==> config.mk <==
export PLATFORM = sky130hd
export DESIGN_NAME = soft_mute_ramp
export DESIGN_NICKNAME = d
export VERILOG_FILES = /design/src/rtl/smr_pkg.sv /design/src/rtl/smr_step_sel.sv /design/src/rtl/smr_gain_map.sv /design/src/rtl/soft_mute_ramp.sv
export SDC_FILE = /design/constraint.sdc
export NUM_CORES = 1
export LEC_CHECK = 0
export BUFFER_PORTS_ARGS = -buffer_cell sky130_fd_sc_hd__buf_2
export CAP_MARGIN = 25
export CORE_MARGIN = 4
export CORE_UTILIZATION = 45
export CTS_BUF_LIST = sky130_fd_sc_hd__clkbuf_2 sky130_fd_sc_hd__clkbuf_4 sky130_fd_sc_hd__clkbuf_8
export DETAILED_ROUTE_END_ITERATION = 7
export PLACE_DENSITY = 0.71
export SLEW_MARGIN = 5
export SYNTH_ARGS = -nofsm -noshare
export SYNTH_HDL_FRONTEND = slang
export SYNTH_SLANG_ARGS = --single-unit
export TNS_END_PERCENT = 1
==> constraint.sdc <==
create_clock -name clk -period 12 [get_ports clk]
set_input_delay 0.6 -clock clk [delete_from_list [all_inputs] [get_ports clk]]
set_output_delay 0.6 -clock clk [all_outputs]
set_load 0.005 [all_outputs]
==> src/rtl/smr_pkg.sv <==
package smr_pkg;

    typedef enum logic [2:0] {
        S_HOLD    = 3'd0,
        S_RAMP_UP = 3'd1,
        S_FULL    = 3'd2,
        S_RAMP_DN = 3'd3,
        S_MUTED   = 3'd4
    } smr_state_t;

    // Rates below quad share one code each; 2'd3 aliases quad.
    localparam logic [1:0] SPD_SINGLE = 2'd0;
    localparam logic [1:0] SPD_DOUBLE = 2'd1;
    localparam logic [1:0] SPD_QUAD   = 2'd2;

    // Number of speed doublings covered by the position span.
    localparam int SPD_LEVELS = 2;

endpackage

==> src/rtl/smr_step_sel.sv <==
module smr_step_sel
    import smr_pkg::*;
#(
    parameter int POS_W = 13
) (
    input  logic             clk,
    input  logic             rst_n,
    input  logic             load,
    input  logic [1:0]       speed_in,
    output logic [POS_W-1:0] step_o
);

    logic [1:0] spd_q;
    logic [1:0] spd_sat;
    logic [1:0] shamt;

    // Capture the speed only while the sequencer rests.
    always_ff @(posedge clk or negedge rst_n) begin
        if (!rst_n) begin
            spd_q <= SPD_SINGLE;
        end else if (load) begin
            spd_q <= speed_in;
        end
    end

    always_comb begin
        spd_sat = (spd_q > SPD_QUAD) ? SPD_QUAD : spd_q;
        shamt   = 2'(SPD_LEVELS) - spd_sat;
        step_o  = POS_W'(1) << shamt;
    end

endmodule

==> src/rtl/smr_gain_map.sv <==
module smr_gain_map #(
    parameter int POS_W    = 13,
    parameter int GAIN_W   = 16,
    parameter int FULL_POS = 4608
) (
    input  logic [POS_W-1:0]  pos_i,
    output logic [GAIN_W-1:0] gain_o
);

    localparam int PW = POS_W + GAIN_W;
    localparam logic [PW-1:0] GMAX_W = PW'((64'd1 << GAIN_W) - 64'd1);
    localparam logic [PW-1:0] FULL_W = PW'(FULL_POS);

    logic [PW-1:0] prod;

    always_comb begin
        prod   = PW'(pos_i) * GMAX_W;
        gain_o = GAIN_W'(prod / FULL_W);
    end


    always_comb begin
        if (pos_i == POS_W'(FULL_POS)) begin
            gain_top_chk: assert (gain_o == {GAIN_W{1'b1}});
        end
        if (pos_i == '0) begin
            gain_floor_chk: assert (gain_o == '0);
        end
    end

endmodule

==> src/rtl/soft_mute_ramp.sv <==
module soft_mute_ramp
    import smr_pkg::*;
#(
    parameter int BASE_LEN = 1152,
    parameter int GAIN_W   = 16
) (
    input  logic              clk,
    input  logic              rst_n,
    input  logic              frame_tick,
    input  logic              mute_req_n,
    input  logic [1:0]        speed_mode,
    input  logic              ratio_ok,
    output logic [GAIN_W-1:0] gain,
    output logic              ramp_busy,
    output logic              mute_ctl_n
);

    localparam int FULL_POS = BASE_LEN << SPD_LEVELS;
    localparam int POS_W    = $clog2(FULL_POS + 1);
    localparam logic [POS_W-1:0] FULL_P = POS_W'(FULL_POS);

    smr_state_t       state_q, state_d;
    logic [POS_W-1:0] pos_q, pos_d;
    logic [POS_W-1:0] step;
    logic             at_rest;

    assign at_rest = (state_q == S_HOLD) || (state_q == S_FULL) ||
                     (state_q == S_MUTED);

    smr_step_sel #(.POS_W(POS_W)) u_step (
        .clk      (clk),
        .rst_n    (rst_n),
        .load     (at_rest),
        .speed_in (speed_mode),
        .step_o   (step)
    );

    smr_gain_map #(.POS_W(POS_W), .GAIN_W(GAIN_W), .FULL_POS(FULL_POS)) u_map (
        .pos_i  (pos_q),
        .gain_o (gain)
    );

    // Next-state and position logic
    always_comb begin
        state_d = state_q;
        pos_d   = pos_q;
        if (!ratio_ok) begin
            state_d = S_HOLD;
            pos_d   = '0;
        end else begin
            unique case (state_q)
                S_HOLD:    state_d = mute_req_n ? S_RAMP_UP : S_MUTED;
                S_MUTED:   if (mute_req_n) state_d = S_RAMP_UP;
                S_FULL:    if (!mute_req_n) state_d = S_RAMP_DN;
                S_RAMP_UP: begin
                    if (frame_tick) pos_d = pos_q + step;
                    if (frame_tick && (pos_q == FULL_P - step)) state_d = S_FULL;
                    else if (!mute_req_n) state_d = S_RAMP_DN;
                end
                S_RAMP_DN: begin
                    if (frame_tick) pos_d = pos_q - step;
                    if (frame_tick && (pos_q == step)) state_d = S_MUTED;
                    else if (mute_req_n) state_d = S_RAMP_UP;
                end
                default:   state_d = S_HOLD;
            endcase
        end
    end

    // State register
    always_ff @(posedge clk or negedge rst_n) begin
        if (!rst_n) begin
            state_q <= S_HOLD;
            pos_q   <= '0;
        end else begin
            state_q <= state_d;
            pos_q   <= pos_d;
        end
    end

    // Outputs
    always_comb begin
        ramp_busy  = (state_q == S_RAMP_UP) || (state_q == S_RAMP_DN);
        mute_ctl_n = ratio_ok && (ramp_busy || (state_q == S_FULL));
    end


    mutec_fall_chk: assert property (@(posedge clk) disable iff (!rst_n)
        ($fell(mute_ctl_n) && ratio_ok) |-> (gain == '0));


    mutec_rise_chk: assert property (@(posedge clk) disable iff (!rst_n)
        $rose(mute_ctl_n) |-> $past(mute_req_n));


    pos_still_chk: assert property (@(posedge clk) disable iff (!rst_n)
        (ratio_ok && !frame_tick) |=> $stable(pos_q));


    pos_step_chk: assert property (@(posedge clk) disable iff (!rst_n)
        (ratio_ok && frame_tick && ramp_busy) |=>
        ((pos_q == $past(pos_q) + $past(step)) ||
         (pos_q == $past(pos_q) - $past(step))));


    step_hold_chk: assert property (@(posedge clk) disable iff (!rst_n)
        ramp_busy |=> $stable(step));


    ratio_zero_chk: assert property (@(posedge clk) disable iff (!rst_n)
        !ratio_ok |=> (gain == '0 && !ramp_busy));

endmodule

==> impl_metrics.csv <==
group,metric,value,unit
logic_synthesis,yosys_most_used_dff,"dfrtp_1",
route,first_pass_iters,5,
sta,final.period_utilization,103,%
pwr,p_int,0.000485,W
floorplan,die-area,19600,um2
logic_synthesis,synthAdderAreaFrac,31.0,%
setup_path,crit_path_max_incr_delay,0.59,ns
sta,fin_crit,12.32,ns
floorplan,num_rows,47,
cts,path_clk_slew,0.07,ns
placement,port_buffers,24,
setup_path,r2r_start,"pos_q[0]$_DFFE_PN0P_",
sta,worst_slack,-0.318,ns
cells_and_area,nNetsFinal,1336,
setup_path,regToRegSetupSlack,9.14,ns
logic_synthesis,synth_compound_area_share,28.4,%
global_routing,grt_max_degree,19,
global_routing,grt.overflow.total,0,
pwr,p_per_area,89.4,nW/um2
cells_and_area,syn_to_final_growth,31.5,%
logic_synthesis,synth_warnings,0,
placement,dp_cells,1345,
logic_synthesis,synth-edff-count,0,
cts,htree_levels,1,
cells_and_area,stdcell_count,1393,
sta,maxSlewViolCount,0,
logic_synthesis,async_reset_ff_share,100,%
pwr,ir_drop,147,uV
placement,hpwl,16800,um
setup_path,critPathMaxFanout,8,
logic_synthesis,synth_top_family_by_area,"adder cells",
route,wl_per_cell,15.8,um
cells_and_area,fillers,1398,
logic_synthesis,ys_seq_area_share,5.75,%
setup_path,path_class,"reg2out",
setup_path,ff2ff_path_depth,13,
logic_synthesis,synth_fp_nets,1143,
global_routing,grt_pass1_vias,8040,
global_routing,grt_pass1_wl,37500,um
route,drt_iter0_drc,644,
setup_path,crit_start,"pos_q[1]$_DFFE_PN0P_",
run_status,status,"finished, violations left",
run_status,violations,"negative setup slack",
cts,clockBufferDepth,2,
route,vias_per_cell,5.96,
pwr,clockPowerShare,5.4,%
setup_path,start_kind,"register",
cts,cts_buffers,3,
logic_synthesis,netlist_area,7830,um2
setup_path,crit_path_end_kind,"output port",
logic_synthesis,synthXorXnorAreaFrac,6.87,%
job,cap_violations,0,
setup_path,cp_slowest_cell,"fa_2",
global_routing,grt_util_all_layers,22.0,%
cts,cts.sinks,18,
setup_path,critPathRequiredTime,11.40,ns
pwr,combPwrFrac,87.3,%
pwr,p_switching,0.000435,W
floorplan,initial_core_util,46.6,%
sta,tightestPinTransition,1.09,ns
sta,worst_clock_skew,0.00357,ns
cts,ctsRootBufferMaster,"clkbuf_8",
floorplan,die_y,140,um
placement,place_ws,-0.170,ns
floorplan,chipWidth,140,um
setup_path,worstReg2RegEnd,"pos_q[12]$_DFFE_PN0P_",
pwr,power_frac_seq,7.3,%
sta,slew_headroom,26.9,%
cells_and_area,design_area,10300,um2
cells_and_area,drive_gt1_share,32.3,%
pwr,swShare,47.3,%
setup_path,cp_data_arrival_time,11.72,ns
pwr,leakagePower,4.90,nW
cts,cts-hold-fix-buffers,0,
cts,cts_tree,"yes",
sta,final-hold-violation-count,0,
logic_synthesis,syn_area_per_cell,7.99,um2
setup_path,critPathCapture,"gain[0]",
logic_synthesis,syn-instance-count,981,
sta,setup_viol,2,
route,vias,8305,
hold_path,hold_class,"in2async",
route,drc,0,
placement,place_area,9210,um2
route,wl,22000,um
global_routing,antenna_found_initial,0,
logic_synthesis,yosys.cell_types.count,112,
setup_path,cp_common_cell,"fa_1",
sta,timing.fmax,81.2,MHz
logic_synthesis,muxShareOfSynthArea,1.47,%
floorplan,core-area,16800,um2
cells_and_area,num_antenna_cells,0,
placement,routabilityCongestion,0.956,
sta,rsz0062_at_grt,"yes",
cts,clk_latency,0.25,ns
logic_synthesis,synth-simple-area-share,19.0,%
floorplan,ios,25,
logic_synthesis,ys_seq_elements,18,
route,ant_nets,0,
## how the worst min path moves through the flow
stage	from	endpoint	slack, ns	depth (start not counted)
3_3_place_gp	u_step.spd_q[0]$_DFFE_PN0P_	u_step.spd_q[0]$_DFFE_PN0P_	0.53	1
5_1_grt	rst_n	pos_q[11]$_DFFE_PN0P_	0.30	1
6_report	rst_n	pos_q[11]$_DFFE_PN0P_	0.27	1
2_1_floorplan	rst_n	pos_q[0]$_DFFE_PN0P_	0.30	0
3_5_place_dp	u_step.spd_q[0]$_DFFE_PN0P_	u_step.spd_q[0]$_DFFE_PN0P_	0.53	1
4_1_cts	rst_n	pos_q[11]$_DFFE_PN0P_	0.28	1
## stage by stage
| step | hold slack, ns | power, W | utilization, % | TNS, ns |
|---|---|---|---|---|
| 3_5_place_dp | 0.533 | 0.000725 | 54.8 | -0.170 |
| 4_1_cts | 0.279 | 0.000874 | 60.0 | 0 |
| 3_3_place_gp | 0.527 | 0.000718 | 54.8 | -0.0226 |
| 5_1_grt | 0.297 | 0.000991 | 61.2 | -1.41 |
| 6_report | 0.266 | 0.000920 | 61.2 | -0.386 |
| 2_1_floorplan | 0.304 | 0.000468 | - | 0 |
## cell type report
| type | instances | area, um2 | share of cell area, % |
|---|---|---|---|
| flip-flops and latches | 18 | 450 | 4.37 |
| inverters | 125 | 469 | 4.56 |
| well taps | 220 | 275 | 2.67 |
| clock buffers | 4 | 55.1 | 0.534 |
| repair buffers | 213 | 1560 | 15.2 |
| multi-input cells | 813 | 7490 | 72.7 |
## cell usage after synthesis (all sizes together), types with 14 or more instances
library cell,number,share of area [%]
and3,15,1.3
dfrtp,18,5.7
a31oi,14,1.2
nor2,77,3.7
o21ai,53,3.5
xnor2,38,4.2
nor3,18,1.3
o211ai,22,2.4
a21oi,74,4.8
nand2,74,3.6
ha,93,15
inv,125,6.0
a211oi,14,1.7
nand4,16,1.4
clkbuf,15,0.72
fa,62,16
xor2,20,2.3
nand3,20,1.3
## layer usage
layer	up-vias	global-route usage (%)	routed length [um]
met5	-	0	0
met1	4025	30.5	9720
met3	38	1.23	1230
li1	3924	-	-
met2	318	38.1	10700
met4	0	4.54	347
## layout by cell type (no fill, tap or decap), drive strengths merged, types with 16 or more instances in the layout
cell type  synthesis  routed
a21oi             74      74
buf               10     213
dfrtp             18      18
fa                62      62
ha                93      93
inv              125     125
nand2             74      74
nand3             20      20
nand4             16      16
nor2              77      77
nor3              18      18
o211ai            22      22
o21ai             53      53
xnor2             38      38
xor2              20      20
## power by group through the flow
stage / clock network (W) / registers [W] / logic, W
2_1_floorplan: 0 / 0.0000679 / 0.000400
3_3_place_gp: 0 / 0.0000682 / 0.000650
3_5_place_dp: 0 / 0.0000683 / 0.000657
4_1_cts: 0.0000511 / 0.0000671 / 0.000756
5_1_grt: 0.0000526 / 0.0000680 / 0.000870
6_report: 0.0000496 / 0.0000672 / 0.000804
## critical path, delay by kind of cell, from the launching register on
family | cells | cell delay (ns)
compound gates | 21 | 4.61
fa+ha+maj | 7 | 3.28
simple gates | 7 | 1.62
buf+inv | 10 | 1.23
flops | 1 | 0.40
mux | 1 | 0.33
## state kept, by name, indices dropped and copies added, names as in the netlist
signal,cells
pos_q,13
state_q,3
u_step.spd_q,2
## timing repair
item | 4_1_cts | 5_1_grt
endpoints found under the setup margin | 3 | 3
gates cloned | 1 | 0
setup buffers | 36 | 8
pin swaps | 73 | 32
resized for setup | 103 | 30
## cell families after synthesis
group                    Yosys count
other                              2
buffers and inverters            150
AO/OA/AOI/OAI                    296
adder cells (fa/ha/maj)          157
flip-flops                        18
multiplexers                      10
AND/OR/NAND/NOR                  289
XOR/XNOR                          59
(Power assumes the default switching activity.)
